[config.mk]
export PLATFORM = sky130hd
export DESIGN_NAME = bus_gate
export DESIGN_NICKNAME = d
export VERILOG_FILES = /design/src/rtl/bus_gate_pkg.sv /design/src/rtl/bus_gate_policy.sv /design/src/rtl/bus_gate_decode.sv /design/src/rtl/bus_gate_regs.sv /design/src/rtl/bus_gate.sv
export SDC_FILE = /design/constraint.sdc
export NUM_CORES = 1
export LEC_CHECK = 0
export ABC_AREA = 1
export BUFFER_PORTS_ARGS = -buffer_cell sky130_fd_sc_hd__buf_2
export CORE_UTILIZATION = 48
export DETAILED_ROUTE_END_ITERATION = 8
export HOLD_SLACK_MARGIN = 0.08
export PLACE_DENSITY = 0.76
export SLEW_MARGIN = 5
export SYNTH_ARGS = -nofsm -noshare
export SYNTH_HDL_FRONTEND = slang
export SYNTH_SLANG_ARGS = --single-unit
[constraint.sdc]
create_clock -name clk -period 2.3 [get_ports clk]
set_clock_uncertainty 0.2 [all_clocks]
set_input_delay 0.46 -clock clk [delete_from_list [all_inputs] [get_ports clk]]
set_output_delay 0.46 -clock clk [all_outputs]
set_load 0.01 [all_outputs]
[src/rtl/bus_gate_pkg.sv]
package bus_gate_pkg;

    typedef enum logic [1:0] {
        BUS_ISA   = 2'd0,
        BUS_MC    = 2'd1,
        BUS_PI    = 2'd2,
        BUS_LOCAL = 2'd3
    } bus_kind_e;

    typedef enum logic [2:0] {
        SEL_NONE   = 3'd0,
        SEL_SETUP  = 3'd1,
        SEL_SUBSYS = 3'd2,
        SEL_GLOBAL = 3'd3,
        SEL_VIDEO  = 3'd4
    } io_sel_e;

    // number of control registers owned by the gate (select codes 1..N)
    localparam int CTRL_REGS = 3;

    // field positions inside the control registers
    localparam int SETUPREG_REQ_BIT = 0;
    localparam int SETUPREG_OFF_BIT = 1;
    localparam int SUBSYS_OFF_BIT   = 0;
    localparam int SUBSYS_REQ_BIT   = 1;
    localparam int GLOBAL_OFF_BIT   = 0;

    typedef struct packed {
        logic isa_setup;
        logic isa_off;
        logic sub_setup;
        logic sub_off;
        logic glob_off;
    } gate_state_t;

    function automatic logic pins_honored(bus_kind_e kind);
        return (kind == BUS_MC) || (kind == BUS_PI);
    endfunction

    function automatic logic is_ctrl_sel(io_sel_e s);
        return (s == SEL_SETUP) || (s == SEL_SUBSYS) || (s == SEL_GLOBAL);
    endfunction

endpackage

[src/rtl/bus_gate_policy.sv]
module bus_gate_policy
    import bus_gate_pkg::*;
(
    input  bus_kind_e   kind,
    input  gate_state_t st,
    input  logic        disable_n,
    input  logic        setup_n,
    output logic        setup_mode,
    output logic        access_ok
);

    logic honored;
    logic local_off;

    always_comb begin
        honored = pins_honored(kind);
        if (kind == BUS_ISA) begin
            setup_mode = st.isa_setup;
            local_off  = st.isa_off;
        end else begin
            setup_mode = st.sub_setup | (honored & ~setup_n);
            local_off  = st.sub_off   | (honored & ~disable_n);
        end
        access_ok = ~(st.glob_off | local_off);
    end

endmodule

[src/rtl/bus_gate_decode.sv]
module bus_gate_decode
    import bus_gate_pkg::*;
#(
    parameter int                ADDR_W      = 16,
    parameter logic [ADDR_W-1:0] SETUP_PORT  = 16'h046E,
    parameter logic [ADDR_W-1:0] SUBSYS_PORT = 16'h03C3,
    parameter logic [ADDR_W-1:0] GLOBAL_PORT = 16'h0102,
    parameter logic [ADDR_W-1:0] VIDEO_LO    = 16'h03B0,
    parameter logic [ADDR_W-1:0] VIDEO_HI    = 16'h03DF
) (
    input  bus_kind_e          kind,
    input  logic [ADDR_W-1:0]  addr,
    input  logic               rd,
    input  logic               wr,
    input  logic               setup_mode,
    input  logic               access_ok,
    output io_sel_e            sel
);

    logic strobe;
    logic in_video;
    logic hit_setup;
    logic hit_subsys;
    logic hit_global;

    always_comb begin
        strobe     = rd | wr;
        in_video   = (addr >= VIDEO_LO) && (addr <= VIDEO_HI);
        hit_setup  = (kind == BUS_ISA) && (addr == SETUP_PORT);
        hit_subsys = (kind != BUS_ISA) && (addr == SUBSYS_PORT);
        hit_global = setup_mode && (addr == GLOBAL_PORT);

        sel = SEL_NONE;
        if (strobe) begin
            if (hit_setup)
                sel = SEL_SETUP;
            else if (hit_subsys)
                sel = SEL_SUBSYS;
            else if (hit_global)
                sel = SEL_GLOBAL;
            else if (!setup_mode && access_ok && in_video)
                sel = SEL_VIDEO;
        end
    end

endmodule

[src/rtl/bus_gate_regs.sv]
module bus_gate_regs
    import bus_gate_pkg::*;
#(
    parameter int DATA_W = 8
) (
    input  logic              clk,
    input  logic              rst,
    input  io_sel_e           sel,
    input  logic              rd,
    input  logic              wr,
    input  logic [DATA_W-1:0] wdata,
    output gate_state_t       st,
    output logic [DATA_W-1:0] rdata,
    output logic              rdata_oe
);

    logic [DATA_W-1:0] regs [CTRL_REGS];

    for (genvar i = 0; i < CTRL_REGS; i++) begin : g_reg
        localparam logic [2:0] CODE = 3'(i + 1);
        always_ff @(posedge clk) begin
            if (rst)
                regs[i] <= '0;
            else if (wr && (sel == io_sel_e'(CODE)))
                regs[i] <= wdata;
        end
    end

    always_comb begin
        st.isa_setup = regs[0][SETUPREG_REQ_BIT];
        st.isa_off   = regs[0][SETUPREG_OFF_BIT];
        st.sub_off   = regs[1][SUBSYS_OFF_BIT];
        st.sub_setup = regs[1][SUBSYS_REQ_BIT];
        st.glob_off  = regs[2][GLOBAL_OFF_BIT];
    end

    always_comb begin
        rdata_oe = rd && is_ctrl_sel(sel);
        rdata    = '0;
        if (rdata_oe) begin
            case (sel)
                SEL_SETUP:  rdata = regs[0];
                SEL_SUBSYS: rdata = regs[1];
                default:    rdata = regs[2];
            endcase
        end
    end

endmodule

[src/rtl/bus_gate.sv]
module bus_gate
    import bus_gate_pkg::*;
#(
    parameter int                ADDR_W      = 16,
    parameter int                DATA_W      = 8,
    parameter logic [ADDR_W-1:0] SETUP_PORT  = 16'h046E,
    parameter logic [ADDR_W-1:0] SUBSYS_PORT = 16'h03C3,
    parameter logic [ADDR_W-1:0] GLOBAL_PORT = 16'h0102,
    parameter logic [ADDR_W-1:0] VIDEO_LO    = 16'h03B0,
    parameter logic [ADDR_W-1:0] VIDEO_HI    = 16'h03DF
) (
    input  logic              clk,
    input  logic              rst,
    input  logic [1:0]        bus_kind,
    input  logic              disable_n,
    input  logic              setup_n,
    input  logic [ADDR_W-1:0] io_addr,
    input  logic              io_rd,
    input  logic              io_wr,
    input  logic [DATA_W-1:0] io_wdata,
    input  logic              mem_req,
    output logic [2:0]        io_sel,
    output logic              mem_grant,
    output logic              access_ok,
    output logic              setup_mode,
    output logic [DATA_W-1:0] io_rdata,
    output logic              io_rdata_oe
);

    bus_kind_e   kind;
    gate_state_t st;
    io_sel_e     sel;
    logic        mode_setup;
    logic        ok;

    assign kind = bus_kind_e'(bus_kind);

    bus_gate_policy u_policy (
        .kind       (kind),
        .st         (st),
        .disable_n  (disable_n),
        .setup_n    (setup_n),
        .setup_mode (mode_setup),
        .access_ok  (ok)
    );

    bus_gate_decode #(
        .ADDR_W      (ADDR_W),
        .SETUP_PORT  (SETUP_PORT),
        .SUBSYS_PORT (SUBSYS_PORT),
        .GLOBAL_PORT (GLOBAL_PORT),
        .VIDEO_LO    (VIDEO_LO),
        .VIDEO_HI    (VIDEO_HI)
    ) u_decode (
        .kind       (kind),
        .addr       (io_addr),
        .rd         (io_rd),
        .wr         (io_wr),
        .setup_mode (mode_setup),
        .access_ok  (ok),
        .sel        (sel)
    );

    bus_gate_regs #(
        .DATA_W (DATA_W)
    ) u_regs (
        .clk      (clk),
        .rst      (rst),
        .sel      (sel),
        .rd       (io_rd),
        .wr       (io_wr),
        .wdata    (io_wdata),
        .st       (st),
        .rdata    (io_rdata),
        .rdata_oe (io_rdata_oe)
    );

    assign io_sel     = sel;
    assign access_ok  = ok;
    assign setup_mode = mode_setup;
    assign mem_grant  = mem_req & ok;

endmodule

==> reports/metrics.csv <==
metric,value,unit
worst hold slack,0.320,ns
WL met2,2.53,mm
violated checks,setup timing,
final setup fails,11,
DRC viols,0,
Layout area overhead,44.6,%
fin area,2760,um^2
row cnt,22,
filler instances,285,
sw frac,23.5,%
Power Dens Cells,379,nW/um^2
"Cell Area, Synth",1910,um^2
cell type with the largest total area after synthesis,edfxtp_1,
Die Span Y,65.1,um
status,"complete, but fails checks",
Max Freq,375,MHz
"Seq/Total Area, Yosys",37.7,%
Hold Fails Final Rpt,0,
"Clk pin slew, worst setup/hold paths",0.08,ns
max cap viols,0,
Iteration-0 DRC Markers,116,
Max Slew Vio Count,0,
register bit total from synthesis,24,
CTS Buf Count,3,
Met1 Wirelength,2.01,mm
vias in the first global route,1771,
PortBufs,47,
mean routed wirelength per cell,12.6,um
"Cell Area, Placed",2480,um^2
CTS Sinks,24,
sequential cell area,721,um^2
Largest register FFs,24,
Core Region,3740,um^2
CP Class,input port to output pin,
worst-margin pin slew,0.287,ns
min setup slack post-route,-0.364,ns
# diodes,0,
post-route ant nets,0,
Critical Path Source Type,input port,
mean area per synthesized cell,7.24,um^2
pre-CTS setup slack,-0.429,ns
Net Sw Power,246,uW
Post-Syn Instances,264,
1st-pass router iterations,4,
worst skew pair latency,0.27,ns
initial core utilization,51.0,%
"commonest cells after routing, fill and taps aside","nor2_1, nand2_1, inv_1, buf_2, edfxtp_1",
H-Tree Depth,1,
"commonest non-fill, non-tap cell in the layout",nor2_1,
root buffer cell,clkbuf_8,
Pleak,0.00134,uW
vias per std cell,4.94,
final net count,376,
vias,1920,
Worst R2R Setup Slack,0.10,ns
min Tclk post-route,2.66,ns
Top reg by flops,u_regs.regs,
first-pass GRT wire length,7.54,mm
initial antenna violation count,0,
combinational share of power,17.1,%
clock buffer depth,2,
GRT Overall Usage,24.1,%
WP data arrival,2.00,ns
Die X,65.1,um
worst r2r dst,u_regs.regs[2][1]$_SDFFCE_PN0P_,
routed wl met3,291,um
Cell Int Power,802,uW
Reg-to-Reg Start,u_regs.regs[1][1]$_SDFFCE_PN0P_,
RSZ-0062 raised after global routing,yes,
Hold Path Class,input port to flip-flop,
biggest regs,u_regs.regs (24),
WP data required,1.64,ns
sequential share of power,48.0,%
drt total wl,4.92,mm
RD Place Congestion,0.913,
highest metal used,met4,
die area,4240,um^2
CTS tree,built,
HPWL after detailed placement,3.58,mm
Mapped Nets,298,
slew margin rel.,80.8,%
VDD IR max,487,uV
crit path launch,bus_kind[0],
CP Capture Point,io_rdata[1],
part of the cycle the worst path needs,116,%
worst reg2reg path depth,11,
Worst Setup End Kind,output pin,
"Distinct cells, synth",26,
largest net degree at the start of global routing,19,
maximum fanout along the worst path,6,
Multi-input gate area,1130,um^2
I/O Pins,48,
Area contributors post-synth,"edfxtp_1, nor2_1, inv_1",
Yosys warnings,0,
top-area cell type share of the netlist area,37.7,%
share of cells above drive strength 1,44.9,%
Clk pwr share,34.9,%
total gr overflow,0,
[how the worst min path moves through the flow]
stage                startpoint                               to  cells past startpoint
finish              io_wdata[4]  u_regs.regs[2][4]$_SDFFCE_PN0P_                      3
global route        io_wdata[4]  u_regs.regs[0][4]$_SDFFCE_PN0P_                      3
CTS                 io_wdata[5]  u_regs.regs[2][5]$_SDFFCE_PN0P_                      3
detailed placement  io_wdata[5]  u_regs.regs[2][5]$_SDFFCE_PN0P_                      3
global placement    io_wdata[1]  u_regs.regs[2][1]$_SDFFCE_PN0P_                      3
floorplan           io_wdata[0]  u_regs.regs[2][0]$_SDFFCE_PN0P_                      2
[synth_stat cells (all sizes together)]
| master | number |
|---|---|
| a21oi | 2 |
| and2 | 1 |
| buf | 1 |
| clkbuf | 2 |
| edfxtp | 24 |
| ha | 1 |
| inv | 49 |
| nand2 | 57 |
| nand3 | 12 |
| nand4 | 19 |
| nor2 | 89 |
| nor3 | 2 |
| o21ai | 3 |
| o21bai | 1 |
| or2 | 1 |
[worst max-delay path: stages]
cell and delay (ns):
buf_8 0.10, inv_8 0.04, ha_4 0.17, nand2_2 0.06, nor3_2 0.19, nand3_2 0.14, nand2_2 0.08, inv_2 0.03
nand2_2 0.07, inv_2 0.05, a21oi_4 0.20, nand2_4 0.17, nor2_4 0.14, buf_6 0.10
[final cells by class]
type | count | share of cell area (%)
Clock buffer | 3 | 1.49
Clock inverter | 1 | 1.09
Inverter | 49 | 7.20
Multi-Input combinational cell | 189 | 41.0
Sequential cell | 24 | 26.1
Tap cell | 48 | 2.17
Timing Repair Buffer | 75 | 21.0
[power groups by stage]
stage | Sequential, uW | Combinational (uW) | Clock [uW]
3_5_place_dp | 512 | 165 | 0
2_1_floorplan | 510 | 90.6 | 0
5_1_grt | 505 | 196 | 392
4_1_cts | 502 | 171 | 369
6_report | 503 | 180 | 366
3_3_place_gp | 512 | 162 | 0
[repair_timing]
item / CTS / global route
endpoints found under the hold margin: 0 / 0
gates resized for setup: 22 / 15
hold buffers: 0 / 0
setup buffers: 2 / 6
endpoints found under the setup margin: 12 / 20
gates cloned: 1 / 0
pin swaps: 16 / 15
[through the flow]
stage	instances	power [uW]	utilization, %	TNS, ns
floorplan	264	601	-	-0.196
global placement	377	674	66.2	-6.66
detailed placement	377	677	66.2	-7.71
CTS	384	1040	71.5	-3.05
global route	389	1090	73.8	-4.09
finish	389	1050	73.8	-3.26
[logic make-up (layout without fill, tap and decap cells)]
kind of cell | Yosys count | count (layout) | synth area share [%]
compound gates | 6 | 6 | 1.90
simple gates | 181 | 182 | 48.8
buf+inv | 52 | 128 | 10.9
fa+ha+maj | 1 | 1 | 0.655
flops | 24 | 24 | 37.7
[metal layers]
metal | vias to the layer above | GRT usage, %
met1 | 860 | 29.3
li1 | 984 | -
met5 | - | 0
met4 | 0 | 13.3
met3 | 9 | 2.43
met2 | 67 | 41.7
(Power assumes the default switching activity.)
